**config.mk**
```make
export PLATFORM = sky130hd
export DESIGN_NAME = thermal_redundancy_mgr
export DESIGN_NICKNAME = d
export VERILOG_FILES = /design/src/rtl/tmgr_pkg.sv /design/src/rtl/tmgr_compare.sv /design/src/rtl/tmgr_fsm.sv /design/src/rtl/tmgr_sat_counter.sv /design/src/rtl/thermal_redundancy_mgr.sv
export SDC_FILE = /design/constraint.sdc
export NUM_CORES = 1
export LEC_CHECK = 0
export ABC_AREA = 1
export BUFFER_PORTS_ARGS = -buffer_cell sky130_fd_sc_hd__buf_2
export CAP_MARGIN = 10
export CELL_PAD_IN_SITES_DETAIL_PLACEMENT = 2
export CELL_PAD_IN_SITES_GLOBAL_PLACEMENT = 2
export CORE_MARGIN = 2
export CORE_UTILIZATION = 27
export DETAILED_ROUTE_END_ITERATION = 10
export PLACE_DENSITY = 0.81
export SYNTH_ARGS = -nofsm -noshare
export SYNTH_HDL_FRONTEND = slang
export SYNTH_SLANG_ARGS = --single-unit
export TNS_END_PERCENT = 5
```
**constraint.sdc**
```tcl
create_clock -name clk -period 1.6 [get_ports clk]
set_input_delay 0.48 -clock clk [delete_from_list [all_inputs] [get_ports clk]]
set_output_delay 0.48 -clock clk [all_outputs]
set_load 0.01 [all_outputs]
```
**src/rtl/tmgr_pkg.sv**
```systemverilog
package tmgr_pkg;
  typedef enum logic [2:0] {
    ST_WARMUP  = 3'd0,
    ST_REDUN   = 3'd1,
    ST_SINGLE  = 3'd2,
    ST_SCALED  = 3'd3,
    ST_RESTORE = 3'd4
  } tmgr_state_e;
endpackage

```
**src/rtl/tmgr_compare.sv**
```systemverilog
module tmgr_compare #(
  parameter int TW   = 8,
  parameter int HYST = 0
) (
  input  logic [TW-1:0] temp_max,
  input  logic [TW-1:0] temp_thresh,
  output logic          hot,
  output logic          cool
);
  localparam logic [TW:0] BAND = (TW+1)'(HYST);

  assign hot = (temp_max >= temp_thresh);

  generate
    if (HYST == 0) begin : g_plain
      assign cool = ~hot;
    end else begin : g_band
      logic [TW:0] lifted;
      assign lifted = {1'b0, temp_max} + BAND;
      assign cool   = (lifted < {1'b0, temp_thresh});
    end
  endgenerate
endmodule

```
**src/rtl/tmgr_fsm.sv**
```systemverilog
module tmgr_fsm
  import tmgr_pkg::*;
(
  input  logic        clk,
  input  logic        rst_n,
  input  logic        tick,
  input  logic        warm_done,
  input  logic        partial_only,
  input  logic        hot,
  input  logic        cool,
  output tmgr_state_e state,
  output logic        load_lvl,
  output logic        off_inc
);
  tmgr_state_e state_q, state_d;
  logic [1:0]  run_q, run_d;

  always_comb begin
    state_d  = state_q;
    run_d    = run_q;
    load_lvl = 1'b0;
    unique case (state_q)
      ST_WARMUP: begin
        if (tick && warm_done) state_d = ST_REDUN;
      end
      ST_REDUN: begin
        if (tick && hot) begin
          state_d = ST_SINGLE;
          run_d   = 2'd1;
        end
      end
      ST_SINGLE: begin
        if (tick) begin
          if (cool) begin
            state_d = ST_REDUN;
            run_d   = 2'd0;
          end else if (hot) begin
            if (run_q == 2'd2 && !partial_only) begin
              state_d  = ST_SCALED;
              run_d    = 2'd3;
              load_lvl = 1'b1;
            end else if (run_q != 2'd3) begin
              run_d = run_q + 2'd1;
            end
          end
        end
      end
      ST_SCALED: begin
        if (tick) begin
          if (cool) begin
            state_d = ST_RESTORE;
            run_d   = 2'd0;
          end else if (hot) begin
            load_lvl = 1'b1;
          end
        end
      end
      ST_RESTORE: begin
        state_d = ST_REDUN;
      end
      default: begin
        state_d = ST_WARMUP;
        run_d   = 2'd0;
      end
    endcase
  end

  assign off_inc = tick && (state_q == ST_SINGLE || state_q == ST_SCALED);
  assign state   = state_q;

  always_ff @(posedge clk or negedge rst_n) begin
    if (!rst_n) begin
      state_q <= ST_WARMUP;
      run_q   <= 2'd0;
    end else begin
      state_q <= state_d;
      run_q   <= run_d;
    end
  end
endmodule

```
**src/rtl/tmgr_sat_counter.sv**
```systemverilog
module tmgr_sat_counter #(
  parameter int CW = 32
) (
  input  logic          clk,
  input  logic          rst_n,
  input  logic          inc,
  output logic [CW-1:0] count
);
  localparam logic [CW-1:0] TOP = {CW{1'b1}};

  logic [CW-1:0] cnt_q;
  logic          cnt_en;

  assign cnt_en = inc && (cnt_q != TOP);

  always_ff @(posedge clk or negedge rst_n) begin
    if (!rst_n)      cnt_q <= '0;
    else if (cnt_en) cnt_q <= cnt_q + 1'b1;
  end

  assign count = cnt_q;
endmodule

```
**src/rtl/thermal_redundancy_mgr.sv**
```systemverilog
module thermal_redundancy_mgr
  import tmgr_pkg::*;
#(
  parameter int TW   = 8,
  parameter int HYST = 0,
  parameter int CW   = 32
) (
  input  logic          clk,
  input  logic          rst_n,
  input  logic          epoch_tick,
  input  logic          warmup_done,
  input  logic          partial_only,
  input  logic [TW-1:0] temp_max,
  input  logic [TW-1:0] temp_thresh,
  output logic          redun_en,
  output logic          dvs_req,
  output logic [TW-1:0] dvs_temp,
  output logic [CW-1:0] off_epochs
);
  logic        hot, cool, load_lvl, off_inc;
  tmgr_state_e state;
  logic [TW-1:0] lvl_q;

  tmgr_compare #(.TW(TW), .HYST(HYST)) u_cmp (
    .temp_max    (temp_max),
    .temp_thresh (temp_thresh),
    .hot         (hot),
    .cool        (cool)
  );

  tmgr_fsm u_fsm (
    .clk          (clk),
    .rst_n        (rst_n),
    .tick         (epoch_tick),
    .warm_done    (warmup_done),
    .partial_only (partial_only),
    .hot          (hot),
    .cool         (cool),
    .state        (state),
    .load_lvl     (load_lvl),
    .off_inc      (off_inc)
  );

  tmgr_sat_counter #(.CW(CW)) u_off (
    .clk   (clk),
    .rst_n (rst_n),
    .inc   (off_inc),
    .count (off_epochs)
  );

  always_ff @(posedge clk or negedge rst_n) begin
    if (!rst_n)        lvl_q <= '0;
    else if (load_lvl) lvl_q <= temp_max;
  end

  assign dvs_temp = lvl_q;
  assign dvs_req  = (state == ST_SCALED);
  assign redun_en = (state == ST_WARMUP) || (state == ST_REDUN) || (state == ST_RESTORE);
endmodule

```
## Yosys cells after proc, flatten, opt, wreduce, memory -nomap -nowiden

Index checks and enable logic that the tools add are counted.

| storage, ports and cells | value |
|---|---|
| bits in registers | 45 |
| bits in latches | 0 |
| RAM bits | 0 |
| ROM bits | 0 |
| input port bits | 21 |
| word-level logic and storage cells | 57 |
| memories | 0 |

| operators by class | value |
|---|---|
| add/sub/neg operators | 2 |
| $mul | 0 |
| div/mod/pow operators | 0 |
| $lt $le $gt $ge | 1 |
| eq/ne operators | 14 |
| shift operators | 0 |
| multiplexer cells | 22 |
| bitwise gates (word level) | 1 |
| reduce and logical (&&, ||, !) cells | 13 |

Operators by type and width:

| cell | number |
|---|---|
| adder 32 x 1 -> 32 bit (second input constant) | 1 |
| != test 32 bit (second input constant) | 1 |
| two-way mux 3 bit | 7 |
| one-hot mux 3 bit (5 select lines) | 1 |
| two-way mux 2 bit | 7 |
| AND reduction 6 bit | 2 |
| greater-or-equal comparator 8 bit | 1 |
| != test 2 bit (second input constant) | 4 |
| one-hot mux 2 bit (4 select lines) | 1 |
| equality test 3 x 2 -> 1 bit (second input constant) | 2 |
| logical AND 1 bit | 5 |
| two-way mux 1 bit | 5 |
| != test 2 x 1 -> 1 bit (second input constant) | 2 |
| != test 4 bit (second input constant) | 1 |
| equality test 3 x 1 -> 1 bit (second input constant) | 1 |
| equality test 3 bit (second input constant) | 1 |
| logical NOT 3 bit | 1 |
| logical OR 1 bit | 3 |
| != test 3 bit (second input constant) | 1 |
| adder 2 x 1 -> 2 bit (second input constant) | 1 |
| equality test 2 bit (second input constant) | 1 |
| one-hot mux 1 bit (2 select lines) | 1 |
| OR reduction 2 bit | 1 |
| logical NOT 1 bit | 1 |
| inverter 1 bit | 1 |

## Logic depth before layout (Yosys ltp)

Gate-level depths: netlist (run 1).

| depth | value |
|---|---|
| word-level depth | 6 |
| mapped depth | 15 |
| gate-level depth less buffers | 15 |

## By module

A second synthesis (run 1) with hierarchy kept.

| second synthesis, totals | value |
|---|---|
| cell total of the unflattened synthesis | 481 |
| area total of the unflattened synthesis | 3,200.6 µm² |

By module, submodules not included:

| module | instances | cells an instance | area an instance (µm²) |
|---|---|---|---|
| tmgr_sat_counter | 1 | 333 | 2,190.9 |
| tmgr_fsm | 1 | 73 | 464.2 |
| thermal_redundancy_mgr | 1 | 37 | 317.8 |
| tmgr_compare | 1 | 38 | 227.7 |

## Worst setup path after synthesis (run 1)

Ideal clock, no wire load.

| timing | value |
|---|---|
| kind | input -> register |
| from | in temp_thresh[3] |
| to | reg u_fsm.run_q[0] |
| library setup time | 0.121 ns |
| data arrival time | 1.638 ns |
| data required time | 1.479 ns |
| setup slack | -0.159 ns |
| stages | 14 |
| path buffers | 1 |
| path through | inv_1 > ha_1 > nand2_1 > nor2_1 > nor2_1 > nand2_1 > nand2_1 > nand2_1 > buf_2 > nand3_1 > nand2_1 > nor2_1 > nand2_1 > nand2_1 |

| on the way | value |
|---|---|
| word-level cells in the longest chain between the ends | 4 |

RTL lines:

| what | line | source |
|---|---|---|
| from (decl) | thermal_redundancy_mgr.sv:14 | `input logic [TW-1:0] temp_thresh,` |
| greater-or-equal comparator 8 bit * | tmgr_compare.sv:12 | `assign hot = (temp_max >= temp_thresh);` |
| two-way mux 2 bit or logical AND 1 bit (tied branches) | tmgr_fsm.sv:34, tmgr_fsm.sv:27 |  |
| two-way mux 2 bit or != test 2 x 1 -> 1 bit (tied branches) | -- |  |
| one-hot mux 2 bit (4 select lines) or AND reduction 6 bit (tied branches) | -- |  |
| to (signal assigned) | tmgr_fsm.sv:77 | `run_q <= run_d;` |
| to (decl) | tmgr_fsm.sv:16 | `logic [1:0] run_q, run_d;` |

Every way passes the cells marked *; elsewhere a longest branch is shown, timed or not. The select of a mux whose other input is x is not followed.
A chain may end at the register's enable or synchronous reset.

## Worst setup path after layout (run 1)

| timing | value |
|---|---|
| from | reg u_off.cnt_q[0], in the netlist u_off.count[0] |
| to | reg u_off.cnt_q[0], in the netlist u_off.count[0] |

| on the way | value |
|---|---|
| word-level cells in the longest chain between the ends | 2 |

RTL lines:

| what | line | source |
|---|---|---|
| from (decl) | tmgr_sat_counter.sv:11 | `logic [CW-1:0] cnt_q;` |
| from (signal assigned) | tmgr_sat_counter.sv:18 | `else if (cnt_en) cnt_q <= cnt_q + 1'b1;` |
| branches (longest 2 deep; another with adder 32 x 1 -> 32 bit) | -- |  |

Parallel ways; which one is timed is not known.

==> results of run 1 <==
==> metal layers <==
layer  wire length [um]  share of wire, %  global-route usage, %  vias up
li1                   -                 -                      -     1560
met1               4620                39                   22.6     1610
met2               6480                55                   38.5       63
met3                474               4.0                   4.24       12
met4                168               1.4                   5.95        0
met5                  0                 0                      0        -
==> registers in the layout, summed over array words and instances (netlist names) <==
name,count
u_off.count,32
dvs_temp,8
u_fsm.state,3
u_fsm.run_q,2
==> kinds of logic (layout without fill, tap and decap cells) <==
family          count (synthesis)  in the layout  share of synthesized area, %
compound gates                 38             38                          7.57
xor+xnor                       22             22                          6.73
fa+ha+maj                      11             11                          4.62
buf+inv                        60            195                          8.87
flops                          45             45                          37.8
simple gates                  239            239                          34.4
==> per-stage QoR <==
| stage | instance area, um^2 | total power [mW] | util (%) | cells |
|---|---|---|---|---|
| 2_1_floorplan | 3110 | 2.87 | - | 415 |
| 3_3_place_gp | 4010 | 3.70 | 37.1 | 670 |
| 3_5_place_dp | 4010 | 3.87 | 37.1 | 670 |
| 4_1_cts | 4220 | 4.93 | 39.1 | 682 |
| 5_1_grt | 4370 | 5.43 | 40.4 | 690 |
| 6_report | 4370 | 5.07 | 40.4 | 690 |
==> final cells by class <==
cell class	count	area, um^2	share of cell area, %
Inverter	53	229	5.25
Timing Repair Buffer	134	926	21.2
Multi-Input combinational cell	310	1800	41.3
Sequential cell	45	1130	25.9
Tap cell	140	175	4.01
Clock inverter	1	5.00	0.115
Clock buffer	7	96.3	2.21
==> placed cells by master, fill, tap and decap left out, types with 5 or more instances in the layout <==
cell	n
sky130_fd_sc_hd__ha_4	6
sky130_fd_sc_hd__buf_2	56
sky130_fd_sc_hd__nor2_2	8
sky130_fd_sc_hd__buf_4	69
sky130_fd_sc_hd__o21ai_1	19
sky130_fd_sc_hd__xor2_1	18
sky130_fd_sc_hd__inv_2	10
sky130_fd_sc_hd__nand4_1	5
sky130_fd_sc_hd__inv_1	39
sky130_fd_sc_hd__nor3_1	7
sky130_fd_sc_hd__clkbuf_8	7
sky130_fd_sc_hd__nor3_2	6
sky130_fd_sc_hd__nand3_1	14
sky130_fd_sc_hd__nor2_1	33
sky130_fd_sc_hd__buf_6	6
sky130_fd_sc_hd__nand2_1	139
sky130_fd_sc_hd__nand2_2	11
sky130_fd_sc_hd__dfrtp_1	42
==> critical path, delay by kind of cell, from the launching register on <==
| kind | cells | cell delay, ns |
|---|---|---|
| xor+xnor | 1 | 0.17 |
| fa+ha+maj | 1 | 0.20 |
| buf+inv | 2 | 0.20 |
| flops | 1 | 0.38 |
| simple gates | 5 | 0.82 |
==> timing repair <==
item	CTS	global route
pin swaps	8	13
endpoints found under the hold margin	0	0
buffers inserted	4	8
endpoints found under the setup margin	47	49
gates resized for setup	23	26
==> worst max path at each step <==
stage          slack (ns)           start  depth (start not counted)        endpoint
2_1_floorplan       -0.02  temp_thresh[3]                         14  u_fsm.run_q[1]
4_1_cts             -0.19  u_off.count[0]                          9  u_off.count[0]
3_3_place_gp        -0.31  temp_thresh[3]                         14  u_fsm.run_q[0]
3_5_place_dp        -0.40  temp_thresh[3]                         14  u_fsm.run_q[0]
6_report            -0.24  u_off.count[0]                          9  u_off.count[0]
5_1_grt             -0.31  u_off.count[1]                          9  u_off.count[0]
==> power breakdown <==
group	switching [mW]	internal, mW	leakage [nW]
Combinational	1.46	1.06	1.56
Clock	0.462	0.392	0.0542
Sequential	0.271	1.43	0.596
==> reports/qor_table.md, run 1 <==
| Quantity | This run | Unit |
| --- | --- | --- |
| Run status | finished, violations left | - |
| Violations in the final reports | setup timing | - |
| Remaining antenna violation count after routing | 0 | - |
| Horiz. Die Dim | 109 | um |
| Maximum number of pins on one net before global-route repair | 46 | - |
| Average size of a mapped cell | 7.17 | um^2 |
| Most instantiated cells after synthesis | 149 x sky130_fd_sc_hd__nand2_1, 48 x sky130_fd_sc_hd__inv_1, 45 x sky130_fd_sc_hd__dfrtp_1 | - |
| Port Buffer Count | 62 | - |
| Number of cells on the worst reg-to-reg path | 9 | - |
| Count leader, synth | sky130_fd_sc_hd__nand2_1 | - |
| Setup WS post-layout | -0.241 | ns |
| Gp weighted congestion | 0.800 | - |
| CP cell instances | ha_2 -> inv_2 -> nor3_4 -> nand2_2 -> nor2_4 -> nand2_2 -> nand2_4 -> buf_12 -> xor2_2 | - |
| Fill cell instance count of the final layout | 1262 | - |
| Period Utilization, post-route | 115 | % |
| Async SR Flop Fraction | 100 | % |
| Category of the most critical setup path | reg2reg | - |
| Ports | 63 | - |
| Reg clk slew, reported paths | 0.09 | ns |
| Count of yosys warnings during synthesis | 0 | - |
| Highest attainable clock frequency | 0.543 | GHz |
| Global-route wire length before repair | 18400 | um |
| Initial drt markers | 80 | - |
| Launching element type of the critical path | flip-flop | - |
| Via count of the routed design | 3245 | - |
| Critical Path Fanout Max | 8 | - |
| Worst hold slack across all endpoints | 0.138 | ns |
| Post-DR wirelength/cell | 17.0 | um |
| Post-synthesis cell type count | 33 | - |
| H-tree lvl count | 2 | - |
| Total detailed-routing wirelength | 11700 | um |
| Library cell with the largest summed area after synthesis | sky130_fd_sc_hd__dfrtp_1 | - |
| TritonCTS clock tree | yes | - |
| Post-synthesis sequential area ratio | 37.8 | % |
| # DRC | 0 | - |
| Final max-slew violation count | 0 | - |
| Final TNS setup | -5.04 | ns |
| Diode count | 0 | - |
| Clock period minus final worst setup slack | 1.84 | ns |
| Clock Root Buffer | sky130_fd_sc_hd__clkbuf_8 | - |
| Primary flip-flop cell chosen by synthesis mapping | sky130_fd_sc_hd__dfrtp_1 | - |
| EDFF count, synth | 0 | - |
| Arrival time at the worst endpoint | 2.08 | ns |
| CP Capture Type | flip-flop | - |
| IR drop worst, VDD | 0.388 | mV |
| Register-to-register setup slack | -0.24 | ns |
| Clock Skews | 0.00799 | ns |
| Core Footprint | 10800 | um^2 |
| Critical Path Most Common Cell | sky130_fd_sc_hd__nand2_2 | - |
| Cell Rows | 38 | - |
| Count of endpoints failing setup in the final report | 33 | - |
| Unrepaired setup endpoints after global routing | yes | - |
| Detailed-placement wirelength estimate | 8850 | um |
| Total overflow reported by the global router | 0 | - |
| Clock buffer depth | 2 | - |
| Power per cell area | 1160 | nW/um^2 |
| Via-per-instance ratio | 4.70 | - |
| Top cells by area, synth | sky130_fd_sc_hd__dfrtp_1 38%, sky130_fd_sc_hd__nand2_1 19%, sky130_fd_sc_hd__inv_1 6.1%, sky130_fd_sc_hd__xor2_1 5.3%, sky130_fd_sc_hd__nor2_1 5.2% | - |
| Sink count of the clock tree | 45 | - |
| Cts-stage hold buffer count | 0 | - |
| Critical Path RT | 1.84 | ns |
| Fraction of synthesized cell area taken by the top area cell type | 37.8 | % |
| Max-cap violation count | 0 | - |
| Number of global-route vias before repair | 3592 | - |
| Post-Syn Area | 2980 | um^2 |
| Layout overhead on the synthesized area | 46.7 | % |
| GR Util All Layers | 20.3 | % |
| Die extent in y | 109 | um |
| Worst relative slew slack | 75.4 | % |
| Cts bufs inserted | 5 | - |
| Detailed-router iteration count before antenna repair | 4 | - |
| Crit path max-delay cell type | sky130_fd_sc_hd__dfrtp_1 | - |
| Register bit count reported by yosys | 45 | - |
| Clk Latency, worst-skew pair | 0.32 | ns |
| R2R Path End | u_off.count[0] | - |
| Initial antenna violation count | 0 | - |
| Post-layout net count | 581 | - |
| Starting density of the core | 27.6 | % |
| Total leakage power | 2.21 | nW |
| FF-to-FF Start | u_off.count[0] | - |
| Slowest cell delay on critical path | 0.38 | ns |
| Pre-CTS worst setup slack | -0.400 | ns |
| Worst hold path type | in2async | - |
| Actual slew at the worst max-slew pin | 0.367 | ns |
| Overall die area | 11900 | um^2 |
| Number of standard cells after synthesis | 415 | - |
| Proportion of layout cells with a drive suffix above 1 | 38.4 | % |
| Post-Syn Nets | 447 | - |
| Final hold violation count | 0 | - |
No activity file was read; power rests on OpenSTA's default activity.
==> run 2: changes to the inputs <==
--- a/config.mk
+++ b/config.mk
@@ -12,8 +12,10 @@
 export CELL_PAD_IN_SITES_GLOBAL_PLACEMENT = 2
 export CORE_MARGIN = 2
 export CORE_UTILIZATION = 27
+export CTS_CLUSTER_DIAMETER = 120
 export DETAILED_ROUTE_END_ITERATION = 10
-export PLACE_DENSITY = 0.81
+export GPL_TIMING_DRIVEN = 0
+export PLACE_DENSITY_LB_ADDON = 0.12
 export SYNTH_ARGS = -nofsm -noshare
 export SYNTH_HDL_FRONTEND = slang
 export SYNTH_SLANG_ARGS = --single-unit
==> run 2 against run 1 <==
The flow still finishes with violations (setup timing). Largest power group unchanged. Clock power shrank 2.6%. Power decreased by 10%. Sequential cell count did not move. Routed wire length shrank 9.9%. Non-clock buffer count fell by 52. Critical endpoint unchanged. Die area stayed put. Global-route usage down 1.9 points. Clock-buffer cell count unchanged.
==> reports/qor_table.md, run 2 (synthesized netlist as in run 1, its figures left out) <==
| Quantity | This run | Unit |
| --- | --- | --- |
| Cell Rows | 38 | - |
| Via-per-instance ratio | 4.72 | - |
| Core Footprint | 10800 | um^2 |
| Final TNS setup | -3.98 | ns |
| Critical Path Most Common Cell | sky130_fd_sc_hd__nand2_4 | - |
| Layout overhead on the synthesized area | 32.7 | % |
| Detailed-router iteration count before antenna repair | 4 | - |
| Violations in the final reports | setup timing | - |
| Setup WS post-layout | -0.184 | ns |
| Clock period minus final worst setup slack | 1.78 | ns |
| Starting density of the core | 27.6 | % |
| Worst relative slew slack | 26.9 | % |
| Unrepaired setup endpoints after global routing | yes | - |
| Commonest cells after routing, fill and taps aside | 140 x sky130_fd_sc_hd__nand2_1, 59 x sky130_fd_sc_hd__buf_2, 42 x sky130_fd_sc_hd__inv_1 | - |
| Initial drt markers | 55 | - |
| # DRC | 0 | - |
| TritonCTS clock tree | yes | - |
| Horiz. Die Dim | 109 | um |
| Critical Path Fanout Max | 5 | - |
| CP cell instances | nand2_4 -> nor2_4 -> nand4_1 -> nor3_4 -> nand2_2 -> nand2_4 -> clkbuf_16 -> xor2_2 | - |
| Period Utilization, post-route | 111 | % |
| Final hold violation count | 0 | - |
| Pre-CTS worst setup slack | -0.475 | ns |
| Actual slew at the worst max-slew pin | 1.10 | ns |
| Arrival time at the worst endpoint | 2.02 | ns |
| Via count of the routed design | 3014 | - |
| Slowest cell delay on critical path | 0.44 | ns |
| Number of cells after detailed placement | 617 | - |
| Detailed-placement wirelength estimate | 8110 | um |
| Number of flip-flops under the largest register name | 32 | - |
| Ports | 63 | - |
| Overall die area | 11900 | um^2 |
| Total detailed-routing wirelength | 10600 | um |
| Sink count of the clock tree | 45 | - |
| Fill cell instance count of the final layout | 1321 | - |
| Post-layout net count | 529 | - |
| GR Util All Layers | 18.4 | % |
| Final Core Density | 36.6 | % |
| Most common cell after layout, fill and taps aside | sky130_fd_sc_hd__nand2_1 | - |
| Launching element type of the critical path | flip-flop | - |
| Clock Root Buffer | sky130_fd_sc_hd__clkbuf_8 | - |
| Post-DR wirelength/cell | 16.6 | um |
| Remaining antenna violation count after routing | 0 | - |
| Count of endpoints failing setup in the final report | 35 | - |
| Crit path max-delay cell type | sky130_fd_sc_hd__dfrtp_1 | - |
| Clock buffer depth | 2 | - |
| Total overflow reported by the global router | 0 | - |
| Diode count | 0 | - |
| Initial antenna violation count | 0 | - |
| Highest attainable clock frequency | 0.561 | GHz |
| Port Buffer Count | 62 | - |
| Clk Latency, worst-skew pair | 0.32 | ns |
| Cts bufs inserted | 5 | - |
| H-tree lvl count | 2 | - |
| Category of the most critical setup path | reg2reg | - |
| Maximum number of pins on one net before global-route repair | 46 | - |
| Number of cells in the finished layout apart from fillers | 638 | - |
| Cts-stage hold buffer count | 0 | - |
| CP Capture Type | flip-flop | - |
| Gp weighted congestion | 0.798 | - |
| Final max-slew violation count | 0 | - |
| IR drop worst, VDD | 0.428 | mV |
| Worst hold path type | in2async | - |
| Die extent in y | 109 | um |
| Critical Path RT | 1.84 | ns |
| Clock Skews | 0.00853 | ns |
| Proportion of layout cells with a drive suffix above 1 | 30.3 | % |
| Reg clk slew, reported paths | 0.09 | ns |
| Total leakage power | 1.97 | nW |
| Power per cell area | 1160 | nW/um^2 |
| Number of global-route vias before repair | 3261 | - |
| Run status | finished, violations left | - |
| Global-route wire length before repair | 16600 | um |
| Max-cap violation count | 0 | - |
run 2: path summary, 6_finish.rpt:
check,cells past startpoint,startpoint,endpoint,slack (ns)
setup / recovery,8,u_off.count[16],u_off.count[0],-0.18
hold / removal,1,rst_n,u_off.count[25],0.37
setup reg to reg,8,u_off.count[16],u_off.count[0],-0.18
hold reg to reg,2,dvs_temp[2],dvs_temp[2],0.48
max in group asynchronous,1,rst_n,u_off.count[18],0.49
min in group clk,3,temp_max[6],dvs_temp[6],0.43
run 2: cell type report:
type	instances	area, um^2	area share, %
Multi-Input combinational cell	310	1790	45.3
Sequential cell	45	1130	28.7
Timing Repair Buffer	75	433	11.0
Inverter	53	229	5.80
Tap cell	140	175	4.43
Clock buffer	7	96.3	2.44
Buffer	7	87.6	2.22
Clock inverter	1	5.00	0.127
run 2: repair_timing:
action	in CTS	in global routing
gates cloned	0	1
setup buffers	4	8
gates resized for setup	19	25
setup endpoints to repair	46	46
pin swaps	6	10
run 2: report_power, final:
group          switching, mW  internal [mW]  total (mW)
logic                   1.25          0.770        2.02
registers              0.282           1.43        1.71
clock network          0.441          0.392       0.832
total                   1.98           2.59        4.57
run 2: worst max-delay path, delay by kind of cell (launching register included):
family / cells / cell delay (ns)
DFF: 1 / 0.44
xor gates and xnor gates: 1 / 0.13
buffers and inverters: 1 / 0.18
and+or+nand+nor: 6 / 0.96
run 2: metrics by stage:
stage	hold WS (ns)	power [mW]	area, um^2
floorplan	0.184	2.87	3110
CTS	0.417	4.58	3780
global placement	0.449	3.52	3590
detailed placement	0.464	3.61	3590
global route	0.420	4.96	3950
finish	0.367	4.57	3950
run 2: routing by layer:
| layer | up-vias | wire length, um | GRT usage, % |
|---|---|---|---|
| met1 | 1508 | 4480 | 21.7 |
| li1 | 1454 | - | - |
| met5 | - | 0 | 0 |
| met4 | 0 | 114 | 4.67 |
| met3 | 8 | 392 | 3.95 |
| met2 | 44 | 5590 | 33.8 |
==> run 3: changes to the inputs <==
--- a/config.mk
+++ b/config.mk
@@ -14,7 +14,6 @@
 export CORE_UTILIZATION = 27
 export CTS_CLUSTER_DIAMETER = 120
 export DETAILED_ROUTE_END_ITERATION = 10
-export GPL_TIMING_DRIVEN = 0
 export PLACE_DENSITY_LB_ADDON = 0.12
 export SYNTH_ARGS = -nofsm -noshare
 export SYNTH_HDL_FRONTEND = slang
==> run 3 against run 2 <==
The run still ends with setup timing left. Critical endpoint is now u_off.count[14]. Final area grew 11%. Power grew 4.1%. Register-to-register slack gained 0.09 ns. Maximum frequency grew 5.5%. Core utilization grew 3.9 points. Largest cell class unchanged. Sequential power shrank 2%. Worst setup slack gained 0.092 ns. Clock skew grew 0.0069 ns. Combinational power grew 16%. Cell count grew 8.9%. Via count grew 5.6%. Critical path depth grew 1.
==> reports/qor_table.md, run 3 (synthesized netlist as in run 1, its figures left out) <==
| Quantity | This run | Unit |
| --- | --- | --- |
| # DRC | 0 | - |
| Most common cell after layout, fill and taps aside | sky130_fd_sc_hd__nand2_1 | - |
| Initial drt markers | 48 | - |
| Worst hold path type | in2async | - |
| Count of endpoints failing setup in the final report | 26 | - |
| Starting density of the core | 27.6 | % |
| Crit path max-delay cell type | sky130_fd_sc_hd__dfrtp_1 | - |
| Number of flip-flops under the largest register name | 32 | - |
| Critical Path Fanout Max | 4 | - |
| Overall die area | 11900 | um^2 |
| Clock Skews | 0.0155 | ns |
| Proportion of layout cells with a drive suffix above 1 | 37.7 | % |
| Max-cap violation count | 0 | - |
| Cts bufs inserted | 5 | - |
| CP Capture Type | flip-flop | - |
| TritonCTS clock tree | yes | - |
| Sink count of the clock tree | 45 | - |
| Power per cell area | 1090 | nW/um^2 |
| Fill cell instance count of the final layout | 1271 | - |
| Actual slew at the worst max-slew pin | 0.310 | ns |
| Final hold violation count | 0 | - |
| Clock period minus final worst setup slack | 1.69 | ns |
| FF-to-FF Start | u_off.count[0] | - |
| Critical Path RT | 1.86 | ns |
| Buffers & Inverters on Critical Path | 2 | - |
| Worst hold slack across all endpoints | 0.124 | ns |
| Detailed-router iteration count before antenna repair | 4 | - |
| Number of cells on the worst reg-to-reg path | 9 | - |
| Placed Instance Area | 4090 | um^2 |
| Violations in the final reports | setup timing | - |
| Via-per-instance ratio | 4.58 | - |
| Clock buffer depth | 2 | - |
| R2R Path End | u_off.count[14] | - |
| Number of global-route vias before repair | 3642 | - |
| Port Buffer Count | 62 | - |
| Category of the most critical setup path | reg2reg | - |
| Die extent in y | 109 | um |
| Highest attainable clock frequency | 0.591 | GHz |
| GR Util All Layers | 19.4 | % |
| Cell Rows | 38 | - |
| Power Total | 4.76 | mW |
| Run status | finished, violations left | - |
| Post-layout net count | 586 | - |
| Area used by sequential logic in the layout | 1130 | um^2 |
| Pre-CTS worst setup slack | -0.428 | ns |
| IR drop worst, VDD | 0.488 | mV |
| Final max-slew violation count | 0 | - |
| Total detailed-routing wirelength | 10700 | um |
| Total overflow reported by the global router | 0 | - |
| Slowest cell delay on critical path | 0.38 | ns |
| Ports | 63 | - |
| CP cell instances | ha_2 -> inv_2 -> nor3_4 -> nand2_1 -> nor2_4 -> buf_4 -> xor2_1 -> nand2_1 -> nand2_1 | - |
| Gp weighted congestion | 0.762 | - |
| Remaining antenna violation count after routing | 0 | - |
| Clk Latency, worst-skew pair | 0.33 | ns |
| Register-to-register setup slack | -0.09 | ns |
| Launching element type of the critical path | flip-flop | - |
| Critical Path Most Common Cell | sky130_fd_sc_hd__nand2_1 | - |
| Commonest cells after routing, fill and taps aside | 139 x sky130_fd_sc_hd__nand2_1, 67 x sky130_fd_sc_hd__buf_4, 59 x sky130_fd_sc_hd__buf_2 | - |
| Unrepaired setup endpoints after global routing | yes | - |
| Gate family responsible for the most delay along the worst path | simple AND/OR/NAND/NOR gates | - |
| Final non-filler cell area | 4370 | um^2 |
| Detailed-placement wirelength estimate | 8720 | um |
| Total leakage power | 2.22 | nW |
| Core Footprint | 10800 | um^2 |
| Horiz. Die Dim | 109 | um |
| Layout overhead on the synthesized area | 47.0 | % |
| Period Utilization, post-route | 106 | % |
| Via count of the routed design | 3182 | - |
| Arrival time at the worst endpoint | 1.95 | ns |
| Clock Root Buffer | sky130_fd_sc_hd__clkbuf_8 | - |
| Post-DR wirelength/cell | 15.4 | um |
| Area taken by multi-input logic gates | 1800 | um^2 |
| Reg clk slew, reported paths | 0.10 | ns |
| Worst relative slew slack | 79.2 | % |
| Global-route wire length before repair | 17800 | um |
| Cts-stage hold buffer count | 0 | - |
| Diode count | 0 | - |
| Maximum number of pins on one net before global-route repair | 46 | - |
| Setup WS post-layout | -0.0910 | ns |
| H-tree lvl count | 2 | - |
| Initial antenna violation count | 0 | - |
## run 3: through the flow
stage / setup TNS [ns] / instances / utilization [%]
6_report: -0.965 / 695 / 40.5
3_3_place_gp: -5.15 / 683 / 37.9
5_1_grt: -6.27 / 695 / 40.5
4_1_cts: -1.62 / 694 / 39.5
3_5_place_dp: -6.82 / 683 / 37.9
2_1_floorplan: -0.0260 / 415 / -
## run 3: metal layers
| layer | part of all wire [%] | GRT usage, % | up-vias |
|---|---|---|---|
| met5 | 0 | 0 | - |
| met4 | 1.0 | 4.40 | 0 |
| met3 | 3.5 | 3.23 | 6 |
| met2 | 55 | 36.7 | 46 |
| met1 | 40 | 22.7 | 1566 |
| li1 | - | - | 1564 |
## run 3: area by class of cell
type / count / share of cell area [%]
multi-input combinational: 310 / 41.1
sequential: 45 / 25.7
timing repair buffer: 139 / 22.0
inverter: 53 / 5.23
tap: 140 / 4.00
clock buffer: 6 / 1.66
clock inverter: 2 / 0.229
## run 3: worst max-delay path by stage
| stage | startpoint | end | depth (start not counted) | slack [ns] |
|---|---|---|---|---|
| final | u_off.count[0] | u_off.count[14] | 9 | -0.09 |
| after global routing | u_off.count[0] | u_off.count[22] | 10 | -0.25 |
| after CTS | u_off.count[0] | u_off.count[10] | 10 | -0.09 |
| after detailed placement | temp_thresh[3] | u_fsm.state[0] | 15 | -0.43 |
| after global placement | temp_thresh[3] | u_fsm.run_q[0] | 14 | -0.33 |
| after floorplan | temp_thresh[3] | u_fsm.run_q[1] | 14 | -0.02 |
## run 3: power by group
group	internal [mW]	switching (mW)	total, mW
clock network	0.304	0.437	0.741
registers	1.43	0.248	1.67
logic	1.00	1.34	2.34
total	2.73	2.02	4.76
## run 3: worst register-to-register path, stage by stage, from the launching register on
cell	delay, ns
sky130_fd_sc_hd__dfrtp_1	0.38
sky130_fd_sc_hd__ha_2	0.20
sky130_fd_sc_hd__inv_2	0.05
sky130_fd_sc_hd__nor3_4	0.20
sky130_fd_sc_hd__nand2_1	0.18
sky130_fd_sc_hd__nor2_4	0.17
sky130_fd_sc_hd__buf_4	0.13
sky130_fd_sc_hd__xor2_1	0.19
sky130_fd_sc_hd__nand2_1	0.08
sky130_fd_sc_hd__nand2_1	0.06
## run 3: repair_timing
action,4_1_cts,5_1_grt
setup buffers,3,1
gates resized for setup,19,29
pin swaps,4,6
endpoints found under the setup margin,45,47
